## config.mk

```make
export PLATFORM = sky130hd
export DESIGN_NAME = sdram_init_seq
export DESIGN_NICKNAME = d
export VERILOG_FILES = /design/src/rtl/sdram_seq_pkg.sv /design/src/rtl/sdram_cmd_decode.sv /design/src/rtl/sdram_seq_ctrl.sv /design/src/rtl/sdram_pin_drv.sv /design/src/rtl/sdram_init_seq.sv
export SDC_FILE = /design/constraint.sdc
export NUM_CORES = 1
export LEC_CHECK = 0
export BUFFER_PORTS_ARGS = -buffer_cell sky130_fd_sc_hd__buf_2
export CAP_MARGIN = 0
export CORE_MARGIN = 2
export CORE_UTILIZATION = 40
export CTS_BUF_LIST = sky130_fd_sc_hd__clkbuf_16
export DETAILED_ROUTE_END_ITERATION = 6
export PLACE_DENSITY = 0.65
export SLEW_MARGIN = 40
export SYNTH_ARGS = -nofsm -noshare
export SYNTH_HDL_FRONTEND = slang
export SYNTH_HIERARCHICAL = 1
export SYNTH_SLANG_ARGS = --single-unit
```

## constraint.sdc

```tcl
create_clock -name clk -period 4.46 [get_ports clk]
set_clock_uncertainty 0.15 [all_clocks]
set_input_delay 0.223 -clock clk [delete_from_list [all_inputs] [get_ports clk]]
set_output_delay 0.223 -clock clk [all_outputs]
set_load 0.02 [all_outputs]
```

## src/rtl/sdram_seq_pkg.sv

```systemverilog
package sdram_seq_pkg;

  localparam int NDEV   = 2;
  localparam int CODE_W = 3;
  localparam int CNT_W  = 4;
  localparam int MRC_W  = 13;
  localparam int SEL_LSB = 3;
  localparam int CNT_LSB = 5;
  localparam int MRC_LSB = 9;

  typedef enum logic [CODE_W-1:0] {
    OP_NORMAL = 3'b000,
    OP_CKE_ON = 3'b001,
    OP_PALL   = 3'b010,
    OP_AREF   = 3'b011,
    OP_LMR    = 3'b100,
    OP_SREF   = 3'b101,
    OP_RSV6   = 3'b110,
    OP_RSV7   = 3'b111
  } op_e;

  // pin pattern presented in a given cycle
  typedef enum logic [2:0] {
    PIN_IDLE,
    PIN_NOP,
    PIN_PRE,
    PIN_REF,
    PIN_LMR
  } pin_e;

  typedef struct packed {
    op_e              op;
    logic [NDEV-1:0]  sel;
    logic [CNT_W-1:0] cnt;
    logic [MRC_W-1:0] mrc;
  } cmd_s;

  function automatic cmd_s split_word(input logic [31:0] w);
    cmd_s c;
    c.op  = op_e'(w[CODE_W-1:0]);
    c.sel = w[SEL_LSB +: NDEV];
    c.cnt = w[CNT_LSB +: CNT_W];
    c.mrc = w[MRC_LSB +: MRC_W];
    return c;
  endfunction

endpackage

```

## src/rtl/sdram_cmd_decode.sv

```systemverilog
module sdram_cmd_decode
  import sdram_seq_pkg::*;
#(
  parameter int RFC_GAP = 2,
  parameter int GAP_CW  = 5
) (
  input  op_e               op,
  input  logic [CNT_W-1:0]  cnt,
  input  logic              sr_active,
  input  logic [3:0]        lmr_gap,
  input  logic [3:0]        srx_gap,
  output logic              legal,
  output pin_e              first_pin,
  output logic [CNT_W-1:0]  more_refs,
  output logic [GAP_CW-1:0] post_gap,
  output logic              cke_set,
  output logic              cke_clr
);

  localparam logic [CNT_W-1:0] CNT_RSV = '1;

  always_comb begin
    legal     = 1'b1;
    first_pin = PIN_NOP;
    more_refs = '0;
    post_gap  = '0;
    cke_set   = 1'b0;
    cke_clr   = 1'b0;
    unique case (op)
      OP_NORMAL: first_pin = PIN_NOP;
      OP_CKE_ON: begin
        cke_set = 1'b1;
        if (sr_active) post_gap = GAP_CW'(srx_gap) + GAP_CW'(1);
      end
      OP_PALL: first_pin = PIN_PRE;
      OP_AREF: begin
        if (cnt == CNT_RSV) begin
          legal = 1'b0;
        end else begin
          first_pin = PIN_REF;
          more_refs = cnt;
          post_gap  = GAP_CW'(RFC_GAP);
        end
      end
      OP_LMR: begin
        first_pin = PIN_LMR;
        post_gap  = GAP_CW'(lmr_gap) + GAP_CW'(1);
      end
      OP_SREF: begin
        first_pin = PIN_REF;
        cke_clr   = 1'b1;
      end
      default: legal = 1'b0;
    endcase
  end

endmodule

```

## src/rtl/sdram_seq_ctrl.sv

```systemverilog
module sdram_seq_ctrl
  import sdram_seq_pkg::*;
#(
  parameter int RFC_GAP = 2,
  parameter int GAP_CW  = 5
) (
  input  logic              clk,
  input  logic              rst,
  input  logic              start,
  input  pin_e              dec_pin,
  input  logic [CNT_W-1:0]  dec_refs,
  input  logic [GAP_CW-1:0] dec_gap,
  input  logic              dec_cke_set,
  input  logic              dec_cke_clr,
  input  logic [NDEV-1:0]   sel_in,
  input  logic [MRC_W-1:0]  mrc_in,
  output logic              busy_q,
  output logic              cke_q,
  output logic              sr_q,
  output pin_e              pin_nxt,
  output logic [NDEV-1:0]   sel_nxt,
  output logic [MRC_W-1:0]  mrc_nxt
);

  logic [GAP_CW-1:0] gap_q;
  logic [CNT_W-1:0]  refs_q;
  logic [NDEV-1:0]   sel_q;
  logic [MRC_W-1:0]  mrc_q;

  always_ff @(posedge clk) begin
    if (rst) begin
      busy_q <= 1'b0;
      gap_q  <= '0;
      refs_q <= '0;
      sel_q  <= '0;
      mrc_q  <= '0;
    end else if (start) begin
      busy_q <= 1'b1;
      gap_q  <= dec_gap;
      refs_q <= dec_refs;
      sel_q  <= sel_in;
      mrc_q  <= mrc_in;
    end else if (busy_q) begin
      if (gap_q != '0) begin
        gap_q <= gap_q - GAP_CW'(1);
      end else if (refs_q != '0) begin
        refs_q <= refs_q - CNT_W'(1);
        gap_q  <= GAP_CW'(RFC_GAP);
      end else begin
        busy_q <= 1'b0;
      end
    end
  end

  // clock enable and self-refresh tracking
  always_ff @(posedge clk) begin
    if (rst) begin
      cke_q <= 1'b0;
      sr_q  <= 1'b0;
    end else if (start) begin
      if (dec_cke_set) begin
        cke_q <= 1'b1;
        sr_q  <= 1'b0;
      end else if (dec_cke_clr) begin
        cke_q <= 1'b0;
        sr_q  <= 1'b1;
      end
    end
  end

  always_comb begin
    pin_nxt = PIN_IDLE;
    if (start)               pin_nxt = dec_pin;
    else if (busy_q) begin
      if (gap_q != '0)       pin_nxt = PIN_NOP;
      else if (refs_q != '0) pin_nxt = PIN_REF;
      else                   pin_nxt = PIN_IDLE;
    end
  end

  assign sel_nxt = start ? sel_in : sel_q;
  assign mrc_nxt = start ? mrc_in : mrc_q;

  AST_GAP_ONLY_BUSY: assert property (@(posedge clk) disable iff (rst)
    !busy_q |-> (gap_q == '0 || $past(start))) else $error("gap pending while idle");

endmodule

```

## src/rtl/sdram_pin_drv.sv

```systemverilog
module sdram_pin_drv
  import sdram_seq_pkg::*;
#(
  parameter int ADDR_W = 13,
  parameter int BA_W   = 2,
  parameter int AP_BIT = 10
) (
  input  logic              clk,
  input  logic              rst,
  input  pin_e              pin_nxt,
  input  logic [NDEV-1:0]   sel_nxt,
  input  logic [MRC_W-1:0]  mrc_nxt,
  output logic [NDEV-1:0]   cs_n,
  output logic              ras_n,
  output logic              cas_n,
  output logic              we_n,
  output logic [ADDR_W-1:0] addr,
  output logic [BA_W-1:0]   ba
);

  localparam logic [ADDR_W-1:0] AP_MASK = ADDR_W'(1) << AP_BIT;

  // one chip-select register per device
  for (genvar d = 0; d < NDEV; d++) begin : g_cs
    always_ff @(posedge clk) begin
      if (rst)                      cs_n[d] <= 1'b1;
      else if (pin_nxt == PIN_IDLE) cs_n[d] <= 1'b1;
      else                          cs_n[d] <= ~sel_nxt[d];
    end
  end

  logic [2:0]        strobes_d;
  logic [ADDR_W-1:0] addr_d;

  always_comb begin
    strobes_d = 3'b111;
    addr_d    = '0;
    unique case (pin_nxt)
      PIN_PRE: begin strobes_d = 3'b010; addr_d = AP_MASK; end
      PIN_REF: strobes_d = 3'b001;
      PIN_LMR: begin strobes_d = 3'b000; addr_d = ADDR_W'(mrc_nxt); end
      default: strobes_d = 3'b111;
    endcase
  end

  always_ff @(posedge clk) begin
    if (rst) begin
      {ras_n, cas_n, we_n} <= 3'b111;
      addr <= '0;
      ba   <= '0;
    end else begin
      {ras_n, cas_n, we_n} <= strobes_d;
      addr <= addr_d;
      ba   <= '0;
    end
  end

  AST_PRE_AP: assert property (@(posedge clk) disable iff (rst)
    (!ras_n && cas_n && !we_n) |-> addr[AP_BIT]) else $error("precharge without A10");

  AST_LMR_BANK0: assert property (@(posedge clk) disable iff (rst)
    (!ras_n && !cas_n && !we_n) |-> (ba == '0)) else $error("mode load bank");

endmodule

```

## src/rtl/sdram_init_seq.sv

```systemverilog
module sdram_init_seq
  import sdram_seq_pkg::*;
#(
  parameter int RFC_GAP = 2,
  parameter int ADDR_W  = 13,
  parameter int BA_W    = 2,
  parameter int AP_BIT  = 10
) (
  input  logic              clk,
  input  logic              rst,
  input  logic              cmd_wr,
  input  logic [31:0]       cmd_word,
  input  logic              flag_wr,
  input  logic [1:0]        flag_wdata,
  input  logic [3:0]        lmr_gap,
  input  logic [3:0]        srx_gap,
  output logic              sd_cke,
  output logic [1:0]        sd_cs_n,
  output logic              sd_ras_n,
  output logic              sd_cas_n,
  output logic              sd_we_n,
  output logic [ADDR_W-1:0] sd_addr,
  output logic [BA_W-1:0]   sd_ba,
  output logic              busy,
  output logic              err_flag,
  output logic              ovr_flag
);

  localparam int GAP_MAX = (RFC_GAP > 16) ? RFC_GAP : 16;
  localparam int GAP_CW  = $clog2(GAP_MAX + 1);

  cmd_s              cmd;
  logic              rsvd_unused;
  logic              legal;
  pin_e              dec_pin;
  logic [CNT_W-1:0]  dec_refs;
  logic [GAP_CW-1:0] dec_gap;
  logic              dec_cke_set, dec_cke_clr;
  logic              sr_q;
  logic              start;
  pin_e              pin_nxt;
  logic [NDEV-1:0]   sel_nxt;
  logic [MRC_W-1:0]  mrc_nxt;

  assign cmd         = split_word(cmd_word);
  assign rsvd_unused = ^cmd_word[31:22];

  sdram_cmd_decode #(.RFC_GAP(RFC_GAP), .GAP_CW(GAP_CW)) u_dec (
    .op(cmd.op), .cnt(cmd.cnt), .sr_active(sr_q),
    .lmr_gap(lmr_gap), .srx_gap(srx_gap),
    .legal(legal), .first_pin(dec_pin), .more_refs(dec_refs),
    .post_gap(dec_gap), .cke_set(dec_cke_set), .cke_clr(dec_cke_clr)
  );

  assign start = cmd_wr && !busy && legal;

  sdram_seq_ctrl #(.RFC_GAP(RFC_GAP), .GAP_CW(GAP_CW)) u_ctrl (
    .clk(clk), .rst(rst), .start(start),
    .dec_pin(dec_pin), .dec_refs(dec_refs), .dec_gap(dec_gap),
    .dec_cke_set(dec_cke_set), .dec_cke_clr(dec_cke_clr),
    .sel_in(cmd.sel), .mrc_in(cmd.mrc),
    .busy_q(busy), .cke_q(sd_cke), .sr_q(sr_q),
    .pin_nxt(pin_nxt), .sel_nxt(sel_nxt), .mrc_nxt(mrc_nxt)
  );

  sdram_pin_drv #(.ADDR_W(ADDR_W), .BA_W(BA_W), .AP_BIT(AP_BIT)) u_pins (
    .clk(clk), .rst(rst), .pin_nxt(pin_nxt), .sel_nxt(sel_nxt), .mrc_nxt(mrc_nxt),
    .cs_n(sd_cs_n), .ras_n(sd_ras_n), .cas_n(sd_cas_n), .we_n(sd_we_n),
    .addr(sd_addr), .ba(sd_ba)
  );

  // sticky flags: a set in the same cycle wins over a clear
  logic err_d, ovr_d;
  always_comb begin
    err_d = flag_wr ? (err_flag & flag_wdata[0]) : err_flag;
    ovr_d = flag_wr ? (ovr_flag & flag_wdata[1]) : ovr_flag;
    if (cmd_wr && !busy && !legal) err_d = 1'b1;
    if (cmd_wr && busy)            ovr_d = 1'b1;
  end

  always_ff @(posedge clk) begin
    if (rst) begin
      err_flag <= 1'b0;
      ovr_flag <= 1'b0;
    end else begin
      err_flag <= err_d;
      ovr_flag <= ovr_d;
    end
  end

  AST_CS_NEEDS_BUSY: assert property (@(posedge clk) disable iff (rst)
    (sd_cs_n != '1) |-> busy) else $error("select outside busy");

  AST_OVR_ON_BUSY_WR: assert property (@(posedge clk) disable iff (rst)
    (cmd_wr && busy) |=> ovr_flag) else $error("overrun not flagged");

  AST_BAD_COUNT_IDLE: assert property (@(posedge clk) disable iff (rst)
    (cmd_wr && !busy && cmd.op == OP_AREF && cmd.cnt == '1) |=> (!busy && err_flag))
    else $error("reserved count accepted");

  AST_RSV_CODE_IDLE: assert property (@(posedge clk) disable iff (rst)
    (cmd_wr && !busy && (cmd.op == OP_RSV6 || cmd.op == OP_RSV7)) |=> (!busy && err_flag))
    else $error("reserved code accepted");

  AST_SREF_CKE_DROP: assert property (@(posedge clk) disable iff (rst)
    $fell(sd_cke) |-> (!sd_ras_n && !sd_cas_n && sd_we_n)) else $error("cke fell without refresh");

  AST_CKE_RISE_NOP: assert property (@(posedge clk) disable iff (rst)
    $rose(sd_cke) |-> (sd_ras_n && sd_cas_n && sd_we_n)) else $error("cke rose with command");

endmodule

```

# Yosys cells after proc, flatten, opt, wreduce, memory -nomap -nowiden
# Index checks and enable logic that the tools add are counted.
# Widths: inputs -> output; s select.
dict set report classes {
  reduce_logical 21
  n_addsub 4
  n_eq_ne 10
  muxes 39
  bitwise 4
}
# cell count
set op_table {}
lappend op_table {{$pmux 13 s2} 1}
lappend op_table {{$mux 5} 5}
lappend op_table {{$mux 4} 6}
lappend op_table {{$mux 1} 15}
lappend op_table {{$pmux 5 s3} 1}
lappend op_table {{$mux 13} 1}
lappend op_table {{$eq 3x2->1 const B} 4}
lappend op_table {{$pmux 3 s4} 1}
lappend op_table {{$add 4x1->5 const B} 2}
lappend op_table {{$reduce_bool 2->1} 5}
lappend op_table {{$eq 3x3->1 const B} 3}
lappend op_table {{$mux 3} 3}
lappend op_table {{$pmux 3 s3} 1}
lappend op_table {{$mux 2} 4}
lappend op_table {{$logic_not 3->1} 2}
lappend op_table {{$reduce_bool 5->1} 1}
lappend op_table {{$reduce_or 5->1} 1}
lappend op_table {{$sub 5x1->5 const B} 1}
lappend op_table {{$eq 4x4->1 const B} 1}
lappend op_table {{$logic_and 1x1->1} 4}
lappend op_table {{$reduce_and 2->1} 2}
lappend op_table {{$reduce_bool 4->1} 1}
lappend op_table {{$sub 4x1->4 const B} 1}
lappend op_table {{$eq 3x1->1 const B} 1}
lappend op_table {{other kinds (8)} 11}
dict set report totals {
  regBits 47
}

# Depth between registers and ports, before layout
dict set report depth {
  depth_word 7
  ltp_mapped 12
}

# Modules after synthesis
# The synthesis kept the hierarchy.
# mod cells_per_inst area_each_um2 instances
set by_module_without_submodules {}
lappend by_module_without_submodules {sdram_seq_ctrl 128 1233.7 1}
lappend by_module_without_submodules {sdram_pin_drv 48 579.3 1}
lappend by_module_without_submodules {sdram_cmd_decode 35 245.2 1}
lappend by_module_without_submodules {sdram_init_seq 11 100.1 1}

# Worst setup path after synthesis
# No wires, ideal clock.
dict set report synth_timing {
  path_kind {input-to-reg}
  startpoint {in cmd_word[7]}
  endpoint {reg u_pins.addr[10]}
  setup_ns 0.115
  arrival_ns 2.372
  path_buffers 3
  slack_ns 1.823
  stages 10
  path_cell_list {and4_1 -> a21oi_1 -> or2b_1 -> and3b_2 -> buf_2 -> buf_2 -> clkbuf_1 -> o21ai_0 -> and3b_1 -> o21a_1}
}
dict set report synth_between {
  elab_chain_len 7
  word_cells_on_any_way 11
  classes_between {3 x eq/ne; 7 x mux; 1 x reduce/logical}
}
# element line_no
set synth_rtl {}
lappend synth_rtl {{from (decl)} sdram_init_seq.sv:12} ;# input logic [31:0] cmd_word,
lappend synth_rtl {{$eq 4x4->1 *} sdram_cmd_decode.sv:37} ;# if (cnt == CNT_RSV) begin
lappend synth_rtl {{$mux 1 *} sdram_cmd_decode.sv:37}
lappend synth_rtl {{$pmux 1 s2 *} sdram_cmd_decode.sv:29} ;# unique case (op)
lappend synth_rtl {{named net legal} sdram_init_seq.sv:34} ;# logic legal;
lappend synth_rtl {{$logic_and 1x1->1 *} sdram_init_seq.sv:55} ;# assign start = cmd_wr && !busy && legal;
lappend synth_rtl {{named net start} sdram_init_seq.sv:40} ;# logic start;
lappend synth_rtl {{$mux 3 *} sdram_seq_ctrl.sv:73} ;# if (start) pin_nxt = dec_pin;
lappend synth_rtl {{named net pin_nxt[1]} sdram_init_seq.sv:41} ;# pin_e pin_nxt;
lappend synth_rtl {{$eq 3x3->1 or $eq 3x2->1 (tied branches)} sdram_pin_drv.sv:38} ;# unique case (pin_nxt)
lappend synth_rtl {{$pmux 13 s2 *} sdram_pin_drv.sv:38}
lappend synth_rtl {{to (signal assigned)} sdram_pin_drv.sv:53} ;# addr <= addr_d;
lappend synth_rtl {{to (decl)} sdram_pin_drv.sv:17} ;# output logic [ADDR_W-1:0] addr,
# The timed path passes the listed nets; every way through them passes the cells marked *.
# A chain may end at the register's enable or synchronous reset.

# Worst setup path in the final report
dict set report layout_timing {
  startpoint {in cmd_word[7]}
  endpoint {reg u_pins.addr[5]}
}
# Same word-level chain as after synthesis.

==> summary.txt <==
=================================================================================
Antenna-violating nets left                                                     0
Vias in the first global route                                              1,551
Unrepaired setup endpoints after global routing                                no
Synthesized netlist cell count                                                222
Count of max-cap constraint violations                                          0
Share of synthesized area occupied by flip-flops and latches                43.6%
Power density over the cells                                           406 nW/um2
Kind of path behind the tightest hold check                                in2reg
Chip width                                                                77.5 um
Most common library cell in the layout ignoring fill and taps        sky130_fd_sc_hd__buf_2
Routed met1 length                                                        1920 um
Post-DP HPWL                                                              2830 um
H-tree levels                                                                   2
Maximum root-to-sink buffer count                                               2
Endpoint required time on the critical path                               4.48 ns
Achievable Freq                                                           367 MHz
Min setup slack post-route                                                1.74 ns
Cell at the root of the clock tree                                   sky130_fd_sc_hd__clkbuf_16
DRC viols                                                                       0
Final Non-Filler Cells                                                        348
Count of flip-flops with a built-in enable after synthesis                      0
Drt total wl                                                              3980 um
Normalized max-slew margin                                                  51.9%
Via Count                                                                   1,676
Iter 0 DRT Violations                                                          50
Crit path DAT                                                             2.74 ns
Vias per inst                                                                4.82
Worst-path maximum fanout                                                      36
Die span in y                                                             77.5 um
# port buffers                                                                 57
Outcome                                                              finished clean
Reg clk slew, reported paths                                              0.06 ns
Number of setup violations in the final report                                  0
Ratio of cells with drive above 1 in the final layout                       32.4%
Nature of the critical path endpoint                                    flip-flop
Std-Cell Rows                                                                  26
Distinct cell type count of the synthesized netlist                            49
Flops & latches, synth                                                         47
Total placed cells including tap cells                                        340
GRT Overall Usage                                                           13.9%
Initial antenna violation count                                                 0
Diodes inserted                                                                 0
Max Transition Viols Final                                                      0
Most used flip-flop cell after synthesis                             sky130_fd_sc_hd__dfxtp_1
Leading cell types by total area after synthesis                     sky130_fd_sc_hd__dfxtp_1 (44%), sky130_fd_sc_hd__mux2_2 (7.8%), sky130_fd_sc_hd__nor2b_1 (5.8%)
Number of sinks driven by the clock tree                                       47
Share of async-settable or async-resettable flops after synthesis              0%
Total congestion overflow                                                       0
Area of the placeable core                                               5170 um2
Top Metal Used                                                               met4
Hold buffer count at CTS                                                        0
Post-synth top area share                                                   43.6%
# Post-CTS Setup Buffers                                                        0
DP Worst Slack                                                            1.35 ns
Area growth syn-to-layout                                                   21.6%
Total leakage power                                                       1.14 nW
Total standard cell area after synthesis                                 2160 um2
Slew at the pin with the worst max-slew slack                            0.722 ns
WHS                                                                     0.0585 ns
Global-route wire length before repair                                    6780 um
Worst setup SP type                                                    input port
Share of the cycle needed by the critical path after routing                61.0%
Net count reported at finish                                                  328
Synthesis Warnings                                                              6
Die area                                                                 6000 um2
Number of buffers inserted during clock tree synthesis                          5
Setup tns final                                                              0 ns
Largest net degree at the start of global routing                              40
Maximum vdd ir drop                                                    0.000187 V
Most frequent cells in the layout                                    sky130_fd_sc_hd__buf_2 (57), sky130_fd_sc_hd__dfxtp_1 (47), sky130_fd_sc_hd__nor2b_1 (20), sky130_fd_sc_hd__and2_1 (18), sky130_fd_sc_hd__mux2_2 (15)
Routed length per placed instance                                         11.4 um
Category of the most critical setup path                                   in2reg
Library cell occupying the most area in the post-synthesis netlist   sky130_fd_sc_hd__dfxtp_1
Syn Area/Cell                                                            9.72 um2
Final weighted congestion in routability-driven placement                   0.788
Post-CTS resize count                                                           0
Worst-Skew Late Latency                                                   0.28 ns
Time the final worst path needs with I/O delays and setup                 2.72 ns
Detailed-routed wire length on met2                                       1840 um
Number of top-level design ports                                               70
Clock tree from TritonCTS                                                     yes
Final Hold Violating Endpoints                                                  0
Number of detailed-route iterations in the first pass                           4
Starting density of the core                                                41.7%
Met3 wire length                                                           201 um
=================================================================================
[per-stage QoR]
step / power (W) / utilization [%] / area [um2]
5_1_grt: 0.00113 / 50.7 / 2620
6_report: 0.00106 / 50.7 / 2620
4_1_cts: 0.00108 / 50.7 / 2620
2_1_floorplan: 0.000661 / - / 2160
3_3_place_gp: 0.000716 / 47.9 / 2480
3_5_place_dp: 0.000719 / 47.9 / 2480
[power by group]
| part | leakage (nW) | total, W | internal, W | switching [W] |
|---|---|---|---|---|
| Clock | 0.0674 | 0.000355 | 0.000206 | 0.000148 |
| Combinational | 0.693 | 0.000236 | 0.000109 | 0.000127 |
| Sequential | 0.383 | 0.000474 | 0.000454 | 0.0000205 |
| Total | 1.14 | 0.00106 | 0.000769 | 0.000296 |
[per-layer routing]
metal / GRT usage (%) / up-vias
li1: - / 874
met1: 17.2 / 755
met2: 23.7 / 45
met3: 3.84 / 2
met4: 3.75 / 0
met5: 0 / -
[registers in the layout, summed over array words and instances (netlist names)]
signal,flops
err_flag,1
u_ctrl/sel_q,2
u_ctrl/cke_q,1
u_pins/cs_n,2
u_pins/addr,13
u_ctrl/sr_q,1
u_pins/we_n,1
u_ctrl/refs_q,4
u_ctrl/mrc_q,13
u_pins/ras_n,1
u_ctrl/busy_q,1
ovr_flag,1
u_pins/cas_n,1
u_ctrl/gap_q,5
[cell families after synthesis]
group,synth area share [%]
AND/OR/NAND/NOR,27.1
flip-flops,43.6
multiplexers,7.83
XOR/XNOR,3.25
AO/OA/AOI/OAI,11.0
other,0.174
buffers and inverters,4.17
adder cells (fa/ha/maj),2.90
[worst paths after layout]
check	from	end	slack [ns]	depth (start not counted)
max	cmd_word[7]	u_pins/addr[5]$_SDFF_PP0_	1.74	10
max reg2reg	u_ctrl/busy_q$_SDFF_PP0_	u_pins/addr[5]$_SDFF_PP0_	1.79	6
min	flag_wdata[0]	err_flag$_SDFFE_PP0P_	0.06	3
min reg2reg	err_flag$_SDFFE_PP0P_	err_flag$_SDFFE_PP0P_	0.32	2
[cell usage after synthesis, types with 2 or more instances]
| cell type | instances |
|---|---|
| sky130_fd_sc_hd__and2_1 | 18 |
| sky130_fd_sc_hd__a21oi_1 | 5 |
| sky130_fd_sc_hd__clkbuf_1 | 4 |
| sky130_fd_sc_hd__nand2b_1 | 3 |
| sky130_fd_sc_hd__buf_2 | 3 |
| sky130_fd_sc_hd__inv_1 | 8 |
| sky130_fd_sc_hd__o21ai_0 | 3 |
| sky130_fd_sc_hd__xor2_1 | 4 |
| sky130_fd_sc_hd__a221oi_1 | 2 |
| sky130_fd_sc_hd__and3b_1 | 2 |
| sky130_fd_sc_hd__or3_1 | 2 |
| sky130_fd_sc_hd__nand3_1 | 5 |
| sky130_fd_sc_hd__nor3_1 | 5 |
| sky130_fd_sc_hd__xnor2_1 | 4 |
| sky130_fd_sc_hd__nor2b_1 | 20 |
| sky130_fd_sc_hd__o22ai_1 | 5 |
| sky130_fd_sc_hd__nor4b_4 | 2 |
| sky130_fd_sc_hd__dfxtp_1 | 47 |
| sky130_fd_sc_hd__mux2_2 | 15 |
| sky130_fd_sc_hd__nand2_1 | 12 |
| sky130_fd_sc_hd__ha_1 | 5 |
| sky130_fd_sc_hd__o21bai_1 | 2 |
| sky130_fd_sc_hd__a211oi_1 | 7 |
| sky130_fd_sc_hd__buf_4 | 2 |
| sky130_fd_sc_hd__nand3b_1 | 2 |
| sky130_fd_sc_hd__nor2_1 | 12 |
[critical path, stage by stage]
cell and delay [ns]:
sky130_fd_sc_hd__buf_2 0.10, sky130_fd_sc_hd__and4_1 0.21, sky130_fd_sc_hd__a21oi_1 0.19, sky130_fd_sc_hd__or2b_1 0.13, sky130_fd_sc_hd__and3b_2 0.67, sky130_fd_sc_hd__nor2_1 0.08
sky130_fd_sc_hd__a31o_2 0.34, sky130_fd_sc_hd__a21oi_1 0.40, sky130_fd_sc_hd__nor4b_4 0.17, sky130_fd_sc_hd__and2_1 0.21
[final cells by class]
cell class | count | area [um2]
Clock buffer | 5 | 125
Clock inverter | 3 | 20.0
Fill cell | 492 | 2550
Inverter | 9 | 33.8
Multi-Input combinational cell | 157 | 1130
Sequential cell | 47 | 941
Tap cell | 70 | 87.6
Timing Repair Buffer | 57 | 285
Note: power is estimated with default switching activity, not from simulation.
